==> src/rtl/lp_pkg.sv <==
package lp_pkg;

    // Kind of write applied to the addressed slot on an update
    typedef enum logic [2:0] {
        ACT_ALLOC,
        ACT_STEP,
        ACT_EXIT,
        ACT_FLIP,
        ACT_DROP
    } act_e;

    typedef logic [1:0] conf_t;

    localparam conf_t CONF_TOP = 2'd3;

    // Confidence after an exit: climb on a repeated trip count, else restart
    function automatic conf_t conf_next(input conf_t c, input logic same);
        if (!same)
            return '0;
        return (c == CONF_TOP) ? c : conf_t'(c + 2'd1);
    endfunction

endpackage

==> src/rtl/lp_slot.sv <==
module lp_slot #(
    parameter int W = 8
) (
    input  logic         clk,
    input  logic         rst,
    input  logic         we,
    input  logic [W-1:0] d,
    output logic [W-1:0] q
);
    always_ff @(posedge clk) begin
        if (rst)
            q <= '0;
        else if (we)
            q <= d;
    end
endmodule

==> src/rtl/lp_predict.sv <==
module lp_predict #(
    parameter int CNT_W = 8
) (
    input  logic             hit,
    input  logic             dir,
    input  logic             trip_known,
    input  logic [CNT_W-1:0] trip,
    input  logic [CNT_W-1:0] iter,
    input  lp_pkg::conf_t    conf,
    output logic             taken,
    output logic             confident
);
    logic at_exit;

    always_comb begin
        at_exit   = trip_known && (iter == trip);
        taken     = hit && (at_exit ? ~dir : dir);
        confident = hit && (conf == lp_pkg::CONF_TOP);
    end
endmodule

==> src/rtl/lp_learn.sv <==
module lp_learn #(
    parameter int TAG_W = 28,
    parameter int CNT_W = 8
) (
    input  logic             hit,
    input  logic [TAG_W-1:0] in_tag,
    input  logic             outcome,
    input  logic             cur_dir,
    input  logic             cur_tk,
    input  logic [CNT_W-1:0] cur_trip,
    input  logic [CNT_W-1:0] cur_iter,
    input  lp_pkg::conf_t    cur_conf,
    output logic             n_valid,
    output logic [TAG_W-1:0] n_tag,
    output logic             n_dir,
    output logic             n_tk,
    output logic [CNT_W-1:0] n_trip,
    output logic [CNT_W-1:0] n_iter,
    output lp_pkg::conf_t    n_conf
);
    import lp_pkg::*;

    localparam logic [CNT_W-1:0] ITER_TOP = '1;
    localparam logic [CNT_W-1:0] ONE      = CNT_W'(1);

    act_e act;
    logic same_trip;

    always_comb begin
        if (!hit)
            act = ACT_ALLOC;
        else if (outcome == cur_dir)
            act = (cur_iter == ITER_TOP) ? ACT_DROP : ACT_STEP;
        else if (cur_iter == '0)
            act = ACT_FLIP;
        else
            act = ACT_EXIT;
    end

    always_comb begin
        same_trip = cur_tk && (cur_trip == cur_iter);
        n_valid   = 1'b1;
        n_tag     = in_tag;
        n_dir     = cur_dir;
        n_tk      = cur_tk;
        n_trip    = cur_trip;
        n_iter    = cur_iter;
        n_conf    = cur_conf;
        case (act)
            ACT_ALLOC, ACT_FLIP: begin
                n_dir  = outcome;
                n_tk   = 1'b0;
                n_trip = '0;
                n_iter = ONE;
                n_conf = '0;
            end
            ACT_STEP: n_iter = cur_iter + ONE;
            ACT_EXIT: begin
                n_conf = conf_next(cur_conf, same_trip);
                n_trip = cur_iter;
                n_tk   = 1'b1;
                n_iter = '0;
            end
            default: begin
                n_valid = 1'b0;
                n_dir   = 1'b0;
                n_tk    = 1'b0;
                n_trip  = '0;
                n_iter  = '0;
                n_conf  = '0;
            end
        endcase
    end
endmodule

==> src/rtl/loop_pred.sv <==
module loop_pred #(
    parameter int PC_W  = 32,
    parameter int IDX_W = 4,
    parameter int CNT_W = 8
) (
    input  logic            clk,
    input  logic            rst,
    input  logic [PC_W-1:0] pred_pc,
    output logic            pred_hit,
    output logic            pred_taken,
    output logic            pred_confident,
    input  logic            upd_valid,
    input  logic [PC_W-1:0] upd_pc,
    input  logic            upd_taken
);
    import lp_pkg::*;

    localparam int DEPTH = 1 << IDX_W;
    localparam int TAG_W = PC_W - IDX_W;

    typedef struct packed {
        logic             valid;
        logic [TAG_W-1:0] tag;
        logic             dir;
        logic             tk;
        logic [CNT_W-1:0] trip;
        logic [CNT_W-1:0] iter;
        conf_t            conf;
    } ent_t;

    localparam int ENT_W = $bits(ent_t);

    ent_t             tbl [DEPTH];
    ent_t             nxt;
    ent_t             rd_e;
    ent_t             up_e;
    logic [DEPTH-1:0] wr;
    logic [IDX_W-1:0] p_idx, u_idx;
    logic [TAG_W-1:0] p_tag, u_tag;
    logic             u_hit;

    assign p_idx = pred_pc[IDX_W-1:0];
    assign p_tag = pred_pc[PC_W-1:IDX_W];
    assign u_idx = upd_pc[IDX_W-1:0];
    assign u_tag = upd_pc[PC_W-1:IDX_W];

    for (genvar g = 0; g < DEPTH; g++) begin : g_slot
        assign wr[g] = upd_valid && (u_idx == IDX_W'(g));
        lp_slot #(.W(ENT_W)) u_slot (
            .clk (clk),
            .rst (rst),
            .we  (wr[g]),
            .d   (nxt),
            .q   (tbl[g])
        );
    end

    assign rd_e     = tbl[p_idx];
    assign up_e     = tbl[u_idx];
    assign pred_hit = rd_e.valid && (rd_e.tag == p_tag);
    assign u_hit    = up_e.valid && (up_e.tag == u_tag);

    lp_predict #(.CNT_W(CNT_W)) u_predict (
        .hit        (pred_hit),
        .dir        (rd_e.dir),
        .trip_known (rd_e.tk),
        .trip       (rd_e.trip),
        .iter       (rd_e.iter),
        .conf       (rd_e.conf),
        .taken      (pred_taken),
        .confident  (pred_confident)
    );

    lp_learn #(.TAG_W(TAG_W), .CNT_W(CNT_W)) u_learn (
        .hit      (u_hit),
        .in_tag   (u_tag),
        .outcome  (upd_taken),
        .cur_dir  (up_e.dir),
        .cur_tk   (up_e.tk),
        .cur_trip (up_e.trip),
        .cur_iter (up_e.iter),
        .cur_conf (up_e.conf),
        .n_valid  (nxt.valid),
        .n_tag    (nxt.tag),
        .n_dir    (nxt.dir),
        .n_tk     (nxt.tk),
        .n_trip   (nxt.trip),
        .n_iter   (nxt.iter),
        .n_conf   (nxt.conf)
    );
endmodule

==> config.mk <==
export PLATFORM = sky130hd
export DESIGN_NAME = loop_pred
export DESIGN_NICKNAME = d
export VERILOG_FILES = /design/src/rtl/lp_pkg.sv /design/src/rtl/lp_slot.sv /design/src/rtl/lp_predict.sv /design/src/rtl/lp_learn.sv /design/src/rtl/loop_pred.sv
export SDC_FILE = /design/constraint.sdc
export NUM_CORES = 2
export LEC_CHECK = 0
export BUFFER_PORTS_ARGS = -buffer_cell sky130_fd_sc_hd__buf_2
export CAP_MARGIN = 20
export CORE_MARGIN = 4
export CORE_UTILIZATION = 30
export CTS_CLUSTER_SIZE = 16
export DETAILED_ROUTE_END_ITERATION = 16
export MAX_ROUTING_LAYER = met4
export PLACE_DENSITY = 0.47
export SLEW_MARGIN = 0
export SYNTH_ARGS = -nofsm -noshare
export SYNTH_HDL_FRONTEND = slang
export SYNTH_SLANG_ARGS = --single-unit
export TNS_END_PERCENT = 5
==> constraint.sdc <==
create_clock -name clk -period 6.7 [get_ports clk]
set_clock_uncertainty 0.2 [all_clocks]
set_input_delay 0.335 -clock clk [delete_from_list [all_inputs] [get_ports clk]]
set_output_delay 0.335 -clock clk [all_outputs]
set_load 0.005 [all_outputs]
# [Word-level counts from Yosys, hierarchy flattened]
# Cells that the tools add are included.
[word_totals] reg_bits=784 latch_bits=0 mem_bits_rw=0 rom_bits=0 input_bits=68 output_inout_bits=3 mem_count=0
[classes] n_addsub=2 n_mul=0 div=0 order_cmp=2 n_eq_ne=26 shifts=0 n_mux=22 bitwise_logic=3 n_reduce_logical=28
[ops] operator="binary-select mux 49 bit (select 4 bit)" count=2
[ops] operator="two-way mux 49 bit" count=4
[ops] operator="== test 28 bit" count=2
[ops] operator="== test 4 bit, second input constant" count=8
[ops] operator="case mux 8 bit (2 select lines)" count=2
[ops] operator="logical AND 1 bit" count=22
[ops] operator="== test 4 x 3 -> 1 bit, second input constant" count=4
[ops] operator="== test 8 bit" count=2
[ops] operator=">= comparator 5 bit, second input constant" count=2
[ops] operator="inverter 4 -> 5 bit" count=2
[ops] operator="two-way mux 3 bit" count=3
[ops] operator="adder 8 x 1 -> 8 bit, second input constant" count=1
[ops] operator="== test 4 x 2 -> 1 bit, second input constant" count=2
[ops] operator="== test 8 bit, second input constant" count=1
[ops] operator="logical NOT 8 bit" count=1
[ops] operator="== test 3 x 2 -> 1 bit, second input constant" count=2
[ops] operator="two-way mux 2 bit" count=3
[ops] operator="two-way mux 1 bit" count=5
[ops] operator="== test 2 bit, second input constant" count=2
[ops] operator="== test 4 x 1 -> 1 bit, second input constant" count=1
[ops] operator="logical NOT 4 bit" count=1
[ops] operator="case mux 1 bit (2 select lines)" count=2
[ops] operator="case mux 2 bit (2 select lines)" count=1
[ops] operator="OR reduction 2 bit" count=2
[ops] operator="6 further kinds" count=6

# [Logic depth before layout (Yosys ltp)]
[depth] word_depth=12 mapped_depth=19 depth_no_buf=10

# [By module]
# Synthesis repeated with hierarchy kept, for this count alone.
[hier_totals] hier_cells=3710 area_unflattened_um2=42587.1
[by_module_without_submodules] module="lp_slot" n_inst=16 cells_each=158 area_per_inst_um2=1744.2
[by_module_without_submodules] module="loop_pred" n_inst=1 cells_each=1066 area_per_inst_um2=13787.0
[by_module_without_submodules] module="lp_learn" n_inst=1 cells_each=101 area_per_inst_um2=772.0
[by_module_without_submodules] module="lp_predict" n_inst=1 cells_each=15 area_per_inst_um2=121.4

# [Least setup slack after synthesis]
# OpenSTA, ideal clock, no wires.
[synth_path] path_type="input-to-output" start="in pred_pc[0]" end="out pred_confident" arrival_time_ns=3.516 t_required_ns=6.165 setup_slack_ns=2.649 cell_stages=11 cell_sequence="clkbuf_1 -> clkbuf_1 -> buf_1 -> clkbuf_1 -> mux4_2 -> mux4_2 -> xnor2_1 -> nand4_1 -> nor4_1 -> nand4_1 -> a311oi_1"
[synth_between] elab_chain_len=7 word_cells_on_any_way=8 cone_classes="eq/ne (2); mux (3); bitwise (1); reduce/logical (2)"
[synth_rtl] element="from (decl)" line="loop_pred.sv:8" source="input logic [PC_W-1:0] pred_pc,"
[synth_rtl] element="inverter 4 -> 5 bit (not written as such) (*)" line="loop_pred.sv:58" source="assign rd_e = tbl[p_idx];"
[synth_rtl] element="binary-select mux 49 bit (select 4 bit) (*)" line="loop_pred.sv:58"
[synth_rtl] element="two-way mux 49 bit (not written as such) (*) (2 in series)" line="loop_pred.sv:58"
[synth_rtl] element="== test 28 bit" line="loop_pred.sv:60" source="assign pred_hit = rd_e.valid && (rd_e.tag == p_tag);"
[synth_rtl] element="logical AND 1 bit" line="loop_pred.sv:60"
[synth_rtl] element="logical AND 1 bit (*)" line="lp_predict.sv:18" source="confident = hit && (conf == lp_pkg::CONF_TOP);"
[synth_rtl] element="to (decl)" line="loop_pred.sv:11" source="output logic pred_confident,"
# Mark *: on every way between the ends. The rest lies on a longest branch, timed or not. The select of a mux whose other input is x is not followed.

# [Worst setup path in the final report]
# Ends and elaborated chain as after synthesis.

==> flow_summary_export.csv <==
group,metric,value,unit
sta,finalHoldViolCount,0,
synth,yosysWarnings,0,
synth,netlist_area,0.0418,mm^2
status,outcome,"finished clean",
cts,htreeDepth,3,
setup_path,path_class,"input pin to primary output",
synth,yosysTopAreaCell,"dfxtp_1",
place,dpl-instance-area,0.0437,mm^2
cts,tritoncts,"done",
cts,cts_buffer_depth,3,
setup_path,rr_startpoint,"g_slot[6].u_slot.q[39]",
cts,cts_setup_buffers,0,
grt,overflow,0,
sta,min_period_over_period,90.5,%
setup_path,critical_path_arrival,5.53,ns
floorplanning,core.rowCount,136,
cts,clk-insertion-delay-late,0.70,ns
synth,synth_area_leaders,"dfxtp_1, mux4_2, nand2_1",
synth,synth_top_area_share,37.6,%
synth,synth_nets,4660,
finish,final_cell_mix,"nand2_1, dfxtp_1, a21oi_1",
drt,wirelength,179000,um
setup_path,cp-end-kind,"primary output",
sta,setup_viol,0,
job,cap_violations,0,
sta,final.setup.tns,0,ns
setup_path,cp_max_fo,55,
grt,grt_max_degree,206,
synth,ys_types,83,
finish,reg_top3,"g_slot.u_slot.q x784",
grt,grt_pass1_wl,258000,um
finish,nNetsFinal,4461,
finish,final_cell_count_no_fill,6331,
synth,synth-async-reset-ratio,0,%
floorplanning,die_area,0.145,mm^2
sta,tightestPinTransition,1.24,ns
cts,cts_made_buffers,91,
sta,clock.fmax,0.165,GHz
place,dp_cells,6131,
finish,fillers,14000,
synth,ys.flop_type,"dfxtp_1",
grt,grt_pass1_vias,34900,
drt,dr.pass1.iters,7,
finish,drive_gt1_share,17.8,%
place,post-place-ws,0.582,ns
setup_path,worstSetupStartpoint,"pred_pc[0]",
synth,syn_area_per_cell,9.10,um^2
sta,setup_slack,0.640,ns
cts,root_buffer,"clkbuf_16",
grt,track_usage,24.5,%
floorplanning,ios,71,
place,dp_hpwl,104000,um
drt,drc,0,
floorplanning,initial_core_util,30.3,%
min_path,whs_path_depth,3,
pwr,peakVddDrop,0.179,mV
place,port_buffers,70,
pwr,p_leak,0.0149,uW
setup_path,rr_worst_depth,10,
floorplanning,die_w,381,um
finish,largest_register_ffs,784,
finish,synthToLayoutAreaGrowth,12.6,%
drt,initialDrtViolationCount,4647,
cts,cts_resized,0,
finish,top_register,"g_slot.u_slot.q",
drt,num_vias,36800,
synth,ys_seq_area_share,37.6,%
grt,antenna_found_initial,9,
pwr,pwr_density_cell,231,mW/mm^2
min_path,hold_start,"upd_valid",
place,gp_congestion,0.905,
cts,clk_pin_slew_worst_paths,0.06,ns
finish,final_common_cell,"nand2_1",
synth,ys_ff_latch,784,
sta,slew-limit-headroom,15.4,%
sta,rsz0062_at_grt,"false",
synth,synthCells,4590,
setup_path,cp-start-kind,"input pin",
drt,ant_nets,0,
cts,cts.sinks,784,
drt,wire_per_inst,28.3,um
floorplanning,die_h,381,um
synth,synth_edf_count,0,
setup_path,cp.required,6.16,ns
min_path,hold_class,"input pin to register",
sta,slew_violations,0,
finish,design_area,0.0470,mm^2
floorplanning,coreArea,0.138,mm^2
drt,routed_via_density,5.81,
sta,min_period,6.06,ns
## logic make-up (layout without fill, tap and decap cells)
| family | count (synthesis) | in the layout | synth area share, % |
|---|---|---|---|
| AO/OA/AOI/OAI | 944 | 944 | 13.0 |
| flip-flops | 784 | 784 | 37.6 |
| XOR/XNOR | 70 | 70 | 1.49 |
| buffers and inverters | 520 | 390 | 5.39 |
| other | 0 | 8 | 0 |
| multiplexers | 534 | 534 | 24.9 |
| adder cells (fa/ha/maj) | 2 | 2 | 0.0599 |
| AND/OR/NAND/NOR | 1736 | 1736 | 17.6 |
## area by class of cell
cell class                      count  area (um^2)  share of cell area, %
Sequential cell                   784        15700                   33.4
Antenna cell                        8         20.0                 0.0426
Clock inverter                     26          348                  0.740
Multi-Input combinational cell   3286        24100                   51.3
Tap cell                         1863         2330                   4.96
Timing Repair Buffer              207         1760                   3.74
Inverter                           21         78.8                  0.168
Clock buffer                      136         2680                   5.70
## where the power goes
part	internal [uW]	total, uW	switching [uW]
logic	296	961	665
registers	4700	4730	31.4
clock network	3030	5180	2160
total	8020	10900	2850
## worst paths after layout
path / end / slack (ns)
worst max register to register: g_slot[15].u_slot.q[3] / 2.22
worst min-delay path: g_slot[7].u_slot.q[0] / 0.25
worst max-delay path: pred_confident / 0.64
worst min register to register: g_slot[10].u_slot.q[14] / 0.26
## worst max-delay path: stages
cell and delay (ns):
buf_8 0.52, buf_4 0.61, mux4_2 0.61, mux4_2 0.50, xnor2_1 0.46, nand4_1 0.25
nor4_1 0.90, nand4_1 0.32, buf_4 0.29, a311oi_1 0.40, buf_2 0.21
## synthesized netlist by cell type, types with 6 or more instances
cell type / count
clkbuf_1: 351
and3_1: 7
buf_2: 52
nor3_1: 21
o21ai_0: 30
a21oi_1: 681
dfxtp_1: 784
xor2_1: 22
nor2_1: 130
nand4_1: 64
buf_6: 16
nor4_1: 10
a22oi_1: 43
mux2_2: 19
o31ai_1: 33
a311oi_1: 7
inv_1: 20
a22o_1: 12
nand2_1: 1203
buf_4: 16
o21ai_1: 7
nand3_1: 202
a211oi_2: 10
a31oi_1: 8
a211oi_1: 46
a221oi_1: 8
o22ai_1: 12
buf_1: 59
xnor2_1: 47
mux2i_1: 113
a32oi_1: 6
and2_1: 8
nor2b_1: 11
mux4_2: 401
nand3b_1: 49
## metal layers
metal	vias to the layer above	wire length (um)	part of all wire [%]	global-route usage, %
li1	16100	-	-	-
met1	18600	76800	43	33.9
met2	1782	81600	46	37.1
met3	332	14900	8.3	3.48
met4	0	5760	3.2	7.45
met5	-	0	0	-
## timing repair
action	in CTS	in global routing
hold buffers	29	0
endpoints found under the setup margin	0	0
endpoints found under the hold margin	486	0
## through the flow
stage | total power, uW | utilization, % | hold slack [ns]
floorplan | 5420 | - | 0.239
global placement | 5760 | 31.6 | 0.246
detailed placement | 5760 | 31.6 | 0.253
CTS | 10900 | 34.0 | 0.206
global route | 11100 | 34.1 | 0.262
finish | 10900 | 34.1 | 0.250
(Power assumes the default switching activity.)
